===== src/rtl/etx_flow_pkg.sv =====
package etx_flow_pkg;

    typedef enum logic [1:0] {
        ST_PASS = 2'd0,
        ST_MARK = 2'd1,
        ST_SENT = 2'd2,
        ST_WAIT = 2'd3
    } gate_state_e;

endpackage


===== src/rtl/etx_blk_counter.sv =====
module etx_blk_counter #(
    parameter int CNT_W  = 8,
    parameter int RELOAD = 2
) (
    input  logic clk,
    input  logic rst,
    input  logic bump,
    input  logic reload,
    output logic last
);
    localparam logic [CNT_W-1:0] PRESET = CNT_W'(RELOAD);
    localparam logic [CNT_W-1:0] TOP    = {CNT_W{1'b1}};

    logic [CNT_W-1:0] cnt_d, cnt_q;

    always_comb begin
        cnt_d = cnt_q;
        if (reload) begin
            cnt_d = PRESET;
        end else if (bump) begin
            cnt_d = cnt_q + 1'b1;
        end
    end

    always_ff @(posedge clk) begin
        if (rst) begin
            cnt_q <= PRESET;
        end else begin
            cnt_q <= cnt_d;
        end
    end

    assign last = bump && (cnt_q == TOP);

    AST_RELOAD_PRESET: assert property (@(posedge clk) disable iff (rst)
        reload |=> (cnt_q == PRESET)) else $error("AST_RELOAD_PRESET");

endmodule


===== src/rtl/etx_ack_match.sv =====
module etx_ack_match #(
    parameter int                DATA_W = 8,
    parameter logic [DATA_W-1:0] ACK    = 8'h06
) (
    input  logic              stb,
    input  logic [DATA_W-1:0] data,
    input  logic              armed,
    output logic              hit
);
    always_comb begin
        hit = stb && armed && (data == ACK);
    end
endmodule


===== src/rtl/etx_flow_ctrl.sv =====
module etx_flow_ctrl
    import etx_flow_pkg::*;
#(
    parameter int                DATA_W = 8,
    parameter int                CNT_W  = 8,
    parameter int                RELOAD = 2,
    parameter logic [DATA_W-1:0] MARK   = 8'h03,
    parameter logic [DATA_W-1:0] ACK    = 8'h06
) (
    input  logic              clk,
    input  logic              rst,
    input  logic              in_valid,
    input  logic [DATA_W-1:0] in_data,
    output logic              in_ready,
    input  logic              rx_stb,
    input  logic [DATA_W-1:0] rx_data,
    output logic              tx_valid,
    output logic [DATA_W-1:0] tx_data,
    input  logic              tx_ready,
    output logic              busy
);
    localparam logic [DATA_W-1:0] LOW_MASK = {1'b0, {(DATA_W-1){1'b1}}};

    typedef struct packed {
        gate_state_e       st;
        logic              tx_vld;
        logic [DATA_W-1:0] tx_byte;
    } gate_regs_t;

    gate_regs_t r_d, r_q;
    logic slot_free, take, blk_last, ack_hit, waiting;

    assign waiting = (r_q.st == ST_WAIT);

    etx_blk_counter #(.CNT_W(CNT_W), .RELOAD(RELOAD)) u_cnt (
        .clk    (clk),
        .rst    (rst),
        .bump   (take),
        .reload (ack_hit),
        .last   (blk_last)
    );

    etx_ack_match #(.DATA_W(DATA_W), .ACK(ACK)) u_ack (
        .stb   (rx_stb),
        .data  (rx_data),
        .armed (waiting),
        .hit   (ack_hit)
    );

    always_comb begin
        slot_free = !r_q.tx_vld || tx_ready;
        in_ready  = (r_q.st == ST_PASS) && slot_free;
        take      = in_valid && in_ready;

        r_d = r_q;
        if (r_q.tx_vld && tx_ready) begin
            r_d.tx_vld = 1'b0;
        end
        unique case (r_q.st)
            ST_PASS: begin
                if (take) begin
                    r_d.tx_vld  = 1'b1;
                    r_d.tx_byte = in_data & LOW_MASK;
                    if (blk_last) begin
                        r_d.st = ST_MARK;
                    end
                end
            end
            ST_MARK: begin
                if (slot_free) begin
                    r_d.tx_vld  = 1'b1;
                    r_d.tx_byte = MARK;
                    r_d.st      = ST_SENT;
                end
            end
            ST_SENT: begin
                if (tx_ready) begin
                    r_d.st = ST_WAIT;
                end
            end
            ST_WAIT: begin
                if (ack_hit) begin
                    r_d.st = ST_PASS;
                end
            end
            default: r_d.st = ST_PASS;
        endcase
    end

    always_ff @(posedge clk) begin
        if (rst) begin
            r_q.st      <= ST_PASS;
            r_q.tx_vld  <= 1'b0;
            r_q.tx_byte <= '0;
        end else begin
            r_q <= r_d;
        end
    end

    assign tx_valid = r_q.tx_vld;
    assign tx_data  = r_q.tx_byte;
    assign busy     = (r_q.st != ST_PASS);

    AST_SYNC_CLEAR: assert property (@(posedge clk)
        rst |=> (!busy && !tx_valid)) else $error("AST_SYNC_CLEAR");
    AST_TX_MSB_CLEAR: assert property (@(posedge clk) disable iff (rst)
        tx_valid |-> !tx_data[DATA_W-1]) else $error("AST_TX_MSB_CLEAR");
    AST_BLOCK_END: assert property (@(posedge clk) disable iff (rst)
        (take && blk_last) |=> (busy && tx_valid)) else $error("AST_BLOCK_END");
    AST_MARK_OUT: assert property (@(posedge clk) disable iff (rst)
        (r_q.st == ST_SENT) |-> (tx_valid && tx_data == MARK)) else $error("AST_MARK_OUT");
    AST_NO_INTAKE_BUSY: assert property (@(posedge clk) disable iff (rst)
        busy |-> !in_ready) else $error("AST_NO_INTAKE_BUSY");
    AST_TX_HOLD: assert property (@(posedge clk) disable iff (rst)
        (tx_valid && !tx_ready) |=> (tx_valid && $stable(tx_data))) else $error("AST_TX_HOLD");
    AST_ACK_OPEN: assert property (@(posedge clk) disable iff (rst)
        ack_hit |=> !busy) else $error("AST_ACK_OPEN");
    AST_NOISE_HOLD: assert property (@(posedge clk) disable iff (rst)
        (waiting && !ack_hit) |=> busy) else $error("AST_NOISE_HOLD");

endmodule


===== config.mk =====
export PLATFORM = sky130hd
export DESIGN_NAME = etx_flow_ctrl
export DESIGN_NICKNAME = d
export VERILOG_FILES = /design/src/rtl/etx_flow_pkg.sv /design/src/rtl/etx_blk_counter.sv /design/src/rtl/etx_ack_match.sv /design/src/rtl/etx_flow_ctrl.sv
export SDC_FILE = /design/constraint.sdc
export NUM_CORES = 1
export LEC_CHECK = 0
export ABC_AREA = 0
export BUFFER_PORTS_ARGS = -buffer_cell sky130_fd_sc_hd__clkbuf_2
export CAP_MARGIN = 30
export CORE_MARGIN = 4
export CORE_UTILIZATION = 50
export DETAILED_ROUTE_END_ITERATION = 10
export PLACE_DENSITY = 0.8
export SLEW_MARGIN = 20
export SYNTH_ARGS = -nofsm -noshare
export SYNTH_HDL_FRONTEND = slang
export SYNTH_SLANG_ARGS = --single-unit

===== constraint.sdc =====
create_clock -name clk -period 4.8 [get_ports clk]
set_input_delay 0.24 -clock clk [delete_from_list [all_inputs] [get_ports clk]]
set_output_delay 0.24 -clock clk [all_outputs]
set_load 0.02 [all_outputs]

==> summary.md, run 1 <==
| Metric | Value |
|---|---|
| Crit end category | `flip-flop` |
| GPL Wtd Cong | `0.7171` |
| Routed Antenna Nets | `0` |
| Outcome | `finished clean` |
| Unrepaired setup endpoints after global routing | `no` |
| Die Ht | `50.57 um` |
| Via count | `808` |
| Crit-path max FO | `10` |
| Initial antenna violation count | `0` |
| CP arrival | `2120 ps` |
| Min-Delay Startpoint | `in_data[5]` |
| Row cnt | `15` |
| Clk sinks | `18` |
| Initial core utilization | `52.46%` |
| Setup TNS Final | `0 ps` |
| Fin util | `58.77%` |
| Fin Hold WS | `195.7 ps` |
| Largest net degree at the start of global routing | `11` |
| Min Tclk post-route | `1958 ps` |
| Final Hold Fails | `0` |
| Core box area | `1727 sq um` |
| Layout Nets | `147` |
| Fin worst setup slack | `2842 ps` |
| CTS resizes | `0` |
| Die ar. | `2557 sq um` |
| Gr usage total | `17.00%` |
| Worst setup path class | `reg -> reg` |
| Mapped Area | `905.9 sq um` |
| Root buffer cell | `clkbuf_4` |
| Most common cell after layout, fill and taps aside | `clkbuf_2` |
| Net Count, Synth | `126` |
| Proportion of layout cells with a drive suffix above 1 | `29.27%` |
| WP data required | `4960 ps` |
| Min-Delay Path Class | `in -> reg` |
| R2R cell count | `4` |
| Max Cap Viol | `0` |
| Sequential share of the synthesized area | `39.78%` |
| Post-synthesis cell type count | `31` |
| Yosys reg bits | `18` |
| Avg Synthesized Cell Area | `8.710 sq um` |
| Vias per cell | `5.459` |
| Most frequent cells in the layout | `clkbuf_2 (29), nor2_1 (18), dfxtp_1 (18)` |
| Antenna fix cells | `0` |
| R2r setup slk | `2840 ps` |
| Insertion delay to the later sink of the worst-skew pair | `290 ps` |
| Die width | `50.57 um` |
| First-pass GRT wire length | `3249 um` |
| Worst slack, placed | `2827 ps` |
| Longest Clk Path Bufs | `2` |
| Period utilisation layout | `40.79%` |
| Cells after DPL | `145` |
| Synth warn | `0` |
| H-Tree Depth | `1` |
| Crit Reg-Reg Endpoint | `r_q[9]` |
| Design Area, Final | `1015 sq um` |
| VDD IR max | `0.1674 mV` |
| Slew Limit Fails | `0` |
| DR WL/cell | `12.45 um` |
| Count of boundary I/O pins | `32` |
| Initial DRC count | `6` |
| WHS Path Cells | `3` |
| Non-filler cells, final | `148` |
| TritonCTS clock tree | `yes` |
| Final setup viols | `0` |
| Worst setup SP type | `flip-flop` |
| Synth-to-Final Area Change | `12.02%` |
| Power density over the cells | `290.3 nW/um^2` |
| Post-CTS Setup Bufs | `0` |
| Dpl hpwl | `1452 um` |
| Synth Instances | `104` |
| Post-place instance area | `992.2 sq um` |
| Wirelength, routed | `1842 um` |
| Worst hold path endpoint | `tx_data[5]` |
| DRC violation count after routing | `0` |
| Num CTS Buffers | `3` |
| Vias in the first global route | `784` |
| Clock-pin slew on the worst setup and hold paths | `90 ps` |
| Slew HR | `57.97%` |
| Worst Tran Pin Value | `628.3 ps` |
| Filler Cell Count | `165` |
| Worst r2r src | `r_q[10]` |
| Fmax achieved | `510.8 MHz` |
| Initial DRT Pass Iterations | `4` |
| Clock Skew | `2.658 ps` |
| IO Port Bufs | `29` |
| CTS Hold Buffers Added | `0` |
| Power, Total | `0.2946 mW` |
| Grt ovf | `0` |
| P_leak | `0.4350 nW` |
==> layer usage <==
layer,global-route usage (%),wire [um],vias to the layer above
li1,-,-,403
met1,17.82,755,370
met2,29.78,900,31
met3,3.858,145,4
met4,11.66,40,0
met5,0,0,-
==> synthesized netlist by cell type (all sizes together) <==
| library cell | n | area share [%] |
|---|---|---|
| nand3b | 1 | 0.83 |
| conb | 1 | 0.41 |
| and4 | 1 | 0.97 |
| nor2 | 18 | 7.5 |
| nand4 | 2 | 1.4 |
| nor2b | 1 | 0.69 |
| and3 | 2 | 1.4 |
| nand2 | 6 | 2.5 |
| a21oi | 5 | 2.8 |
| nor3 | 3 | 1.7 |
| buf | 10 | 8.7 |
| nand3 | 4 | 2.2 |
| o32ai | 1 | 0.97 |
| dfxtp | 18 | 40 |
| clkbuf | 3 | 1.2 |
| ha | 1 | 1.4 |
| xnor2 | 5 | 4.8 |
| nand4b | 1 | 0.97 |
| nor4b | 2 | 1.9 |
| nor4 | 1 | 0.69 |
| o41ai | 1 | 3.0 |
| a22oi | 5 | 4.1 |
| nand2b | 3 | 2.1 |
| xor2 | 1 | 0.97 |
| o221a | 2 | 2.5 |
| o31ai | 1 | 0.83 |
| or4 | 2 | 2.1 |
| o21bai | 1 | 0.83 |
| inv | 2 | 0.83 |
==> worst max-delay path, cell delays in order, from the launching register on <==
cell	delay [ps]
dfxtp_1	520
nand4_1	130
or4_4	510
o41ai_4	530
o32ai_1	130
==> power breakdown <==
part           internal [mW]  switching, mW
Combinational         0.0236         0.0327
Clock                 0.0292         0.0436
Sequential             0.158        0.00773
==> logic make-up (layout without fill, tap and decap cells) <==
kind of cell    count (synthesis)  after routing  synth area share [%]
flops                          18             18                 39.78
xor+xnor                        6              6                 5.801
compound gates                 16             16                 15.06
other cells                     1              1                0.4140
simple gates                   47             47                 26.80
buf+inv                        15             34                 10.77
fa+ha+maj                       1              1                 1.381
==> state kept, by name, summed over array words and instances (netlist names) <==
| register | cells |
|---|---|
| u_cnt.cnt_q | 8 |
| tx_valid | 1 |
| tx_data | 7 |
| r_q | 2 |
==> cell type report <==
class	instances	area (sq um)	area share, %
sequential	18	360.3	35.51
inverter	2	7.507	0.7398
tap	25	31.28	3.083
multi-input combinational	71	447.9	44.14
timing repair buffer	29	145.1	14.30
clock buffer	3	22.52	2.219
==> how the worst max path moves through the flow <==
stage,startpoint,endpoint,slack [ps],cells after the start
3_3_place_gp,r_q[10],r_q[9],2890,4
2_1_floorplan,r_q[9],r_q[9],3180,5
3_5_place_dp,r_q[10],r_q[9],2830,4
6_report,r_q[10],r_q[9],2840,4
5_1_grt,r_q[10],r_q[9],2710,4
4_1_cts,r_q[10],r_q[9],2820,4
Note: power is estimated with default switching activity, not from simulation.
==> run 2, diff against run 1 <==
Settings changed: CORE_ASPECT_RATIO set to 0.7, CORE_UTILIZATION 50 to 43, PLACE_DENSITY 0.8 to 0.73.
Clock period 4.8 ns to 1.59 ns, I/O delays scaled along.
==> run 2 against run 1 <==
Via count increased by 1.1%. Setup slack got worse by 2800 ps. Register-to-register slack got worse by 2800 ps. Total power increased to 3.1 times the previous value. Sequential power grew to 3.0 times the previous value. Maximum frequency rose by 28%. Design area grew 5.2%. Cell count increased by 1.4%. Largest cell class unchanged.
==> summary.md, run 2 (synthesis results as in run 1) <==
| Metric | Value |
|---|---|
| Antenna fix cells | `0` |
| Vias in the first global route | `698` |
| Largest register FFs | `8` |
| Insertion delay to the later sink of the worst-skew pair | `290 ps` |
| Initial DRT Pass Iterations | `4` |
| TritonCTS clock tree | `yes` |
| Gr usage total | `14.06%` |
| Fin worst setup slack | `59.88 ps` |
| Clock Skew | `5.030 ps` |
| Most flop-heavy register | `u_cnt.cnt_q` |
| Wirelength, routed | `1902 um` |
| Final setup viols | `0` |
| Longest Clk Path Bufs | `2` |
| Filler Cell Count | `183` |
| Most frequent cells in the layout | `clkbuf_2 (29), nor2_1 (17), dfxtp_1 (16)` |
| Min-Delay Path Class | `in -> reg` |
| Initial core utilization | `47.20%` |
| Fin util | `55.61%` |
| R2r setup slk | `60 ps` |
| CP arrival | `1760 ps` |
| Die Ht | `46.40 um` |
| GR Layer Usage met3 | `4.878%` |
| Period utilisation layout | `96.23%` |
| P_leak | `0.4638 nW` |
| Non-filler cells, final | `150` |
| Grt ovf | `0` |
| Max Cap Viol | `0` |
| Worst slack, placed | `33.43 ps` |
| Worst setup path endpoint | `u_cnt.cnt_q[1]` |
| Outcome | `finished clean` |
| R2R cell count | `5` |
| Min Tclk post-route | `1530 ps` |
| Fmax achieved | `653.5 MHz` |
| First-pass GRT wire length | `3153 um` |
| Routed Antenna Nets | `0` |
| Num CTS Buffers | `3` |
| Top Usage Layer GRT | `met2` |
| Vias per cell | `5.447` |
| Crit Reg-Reg Endpoint | `u_cnt.cnt_q[1]` |
| Slew Limit Fails | `0` |
| DRC violation count after routing | `0` |
| Clk sinks | `18` |
| Cells after DPL | `147` |
| IO Port Bufs | `29` |
| Initial antenna violation count | `0` |
| Clock-pin slew on the worst setup and hold paths | `100 ps` |
| Worst setup startpoint | `r_q[9]` |
| Met2 Track Usage GR | `23.69%` |
| Power density over the cells | `843.0 nW/um^2` |
| Via count | `817` |
| Die width | `62.86 um` |
| WHS Path Cells | `3` |
| Fin Hold WS | `44.77 ps` |
| Layout Nets | `152` |
| Crit-path max FO | `9` |
| Largest net degree at the start of global routing | `11` |
| Core box area | `1919 sq um` |
| GPL Wtd Cong | `0.7787` |
| Dpl hpwl | `1518 um` |
| Count of boundary I/O pins | `32` |
| Proportion of layout cells with a drive suffix above 1 | `35.94%` |
| Worst setup path class | `reg -> reg` |
| Die ar. | `2917 sq um` |
| Most common cell after layout, fill and taps aside | `clkbuf_2` |
| Setup TNS Final | `0 ps` |
| Worst setup SP type | `flip-flop` |
| Root buffer cell | `clkbuf_4` |
| Initial DRC count | `29` |
| Crit end category | `flip-flop` |
| DR WL/cell | `12.68 um` |
| WP data required | `1820 ps` |
| Met1 usage | `16.93%` |
| VDD IR max | `0.5170 mV` |
| Final Hold Fails | `0` |
| Row cnt | `13` |
| Worst r2r src | `r_q[9]` |
| Synth-to-Final Area Change | `17.82%` |
| H-Tree Depth | `1` |
-- run 2: cell count changes in the layout (fill, tap and decap cells not counted), sizes merged --
cell and change:
buf +5
-- run 2: worst min path at each step --
stage,start,end,slack (ps)
finish,in_data[4],tx_data[4],40
detailed placement,in_data[4],tx_data[4],340
floorplan,rst,tx_valid,150
global route,in_data[4],tx_data[4],30
global placement,in_data[6],tx_data[6],330
CTS,in_data[4],tx_data[4],30
-- run 2: where the power goes --
part / internal (mW) / total, mW / switching [mW]
Clock: 0.0880 / 0.217 / 0.129
Combinational: 0.0803 / 0.187 / 0.107
Sequential: 0.476 / 0.496 / 0.0191
-- run 2: per-layer routing --
metal  vias up  share of wire, %
met5         -                 0
met4         0              0.63
met3         2               7.3
met2        32                46
met1       374                46
li1        409                 -
-- run 2: timing repair --
item	CTS	global route
buffers inserted	0	0
hold endpoints to repair	0	0
hold buffers	0	0
gates resized for setup	0	6
setup endpoints to repair	0	9
-- run 2: worst max-delay path: stages, from the launching register on --
cell      delay, ps
dfxtp_2         340
nand4_1          80
or4_4           500
o41ai_4         270
buf_6           190
nand3b_1        100
-- run 2: through the flow --
step,total power [mW],cell area [sq um]
after CTS,0.9082,1049
after detailed placement,0.6906,1026
after global placement,0.6849,1026
final,0.8997,1067
after floorplan,0.6384,905.9
after global routing,0.9568,1067
-- run 2: area by class of cell --
cell class              instances  area, sq um  area share [%]
multi-input cells              71        460.4           43.14
clock buffers                   3        22.52           2.110
well taps                      22        27.53           2.579
flip-flops and latches         18        362.8           34.00
repair buffers                 34        186.4           17.47
inverters                       2        7.507          0.7034
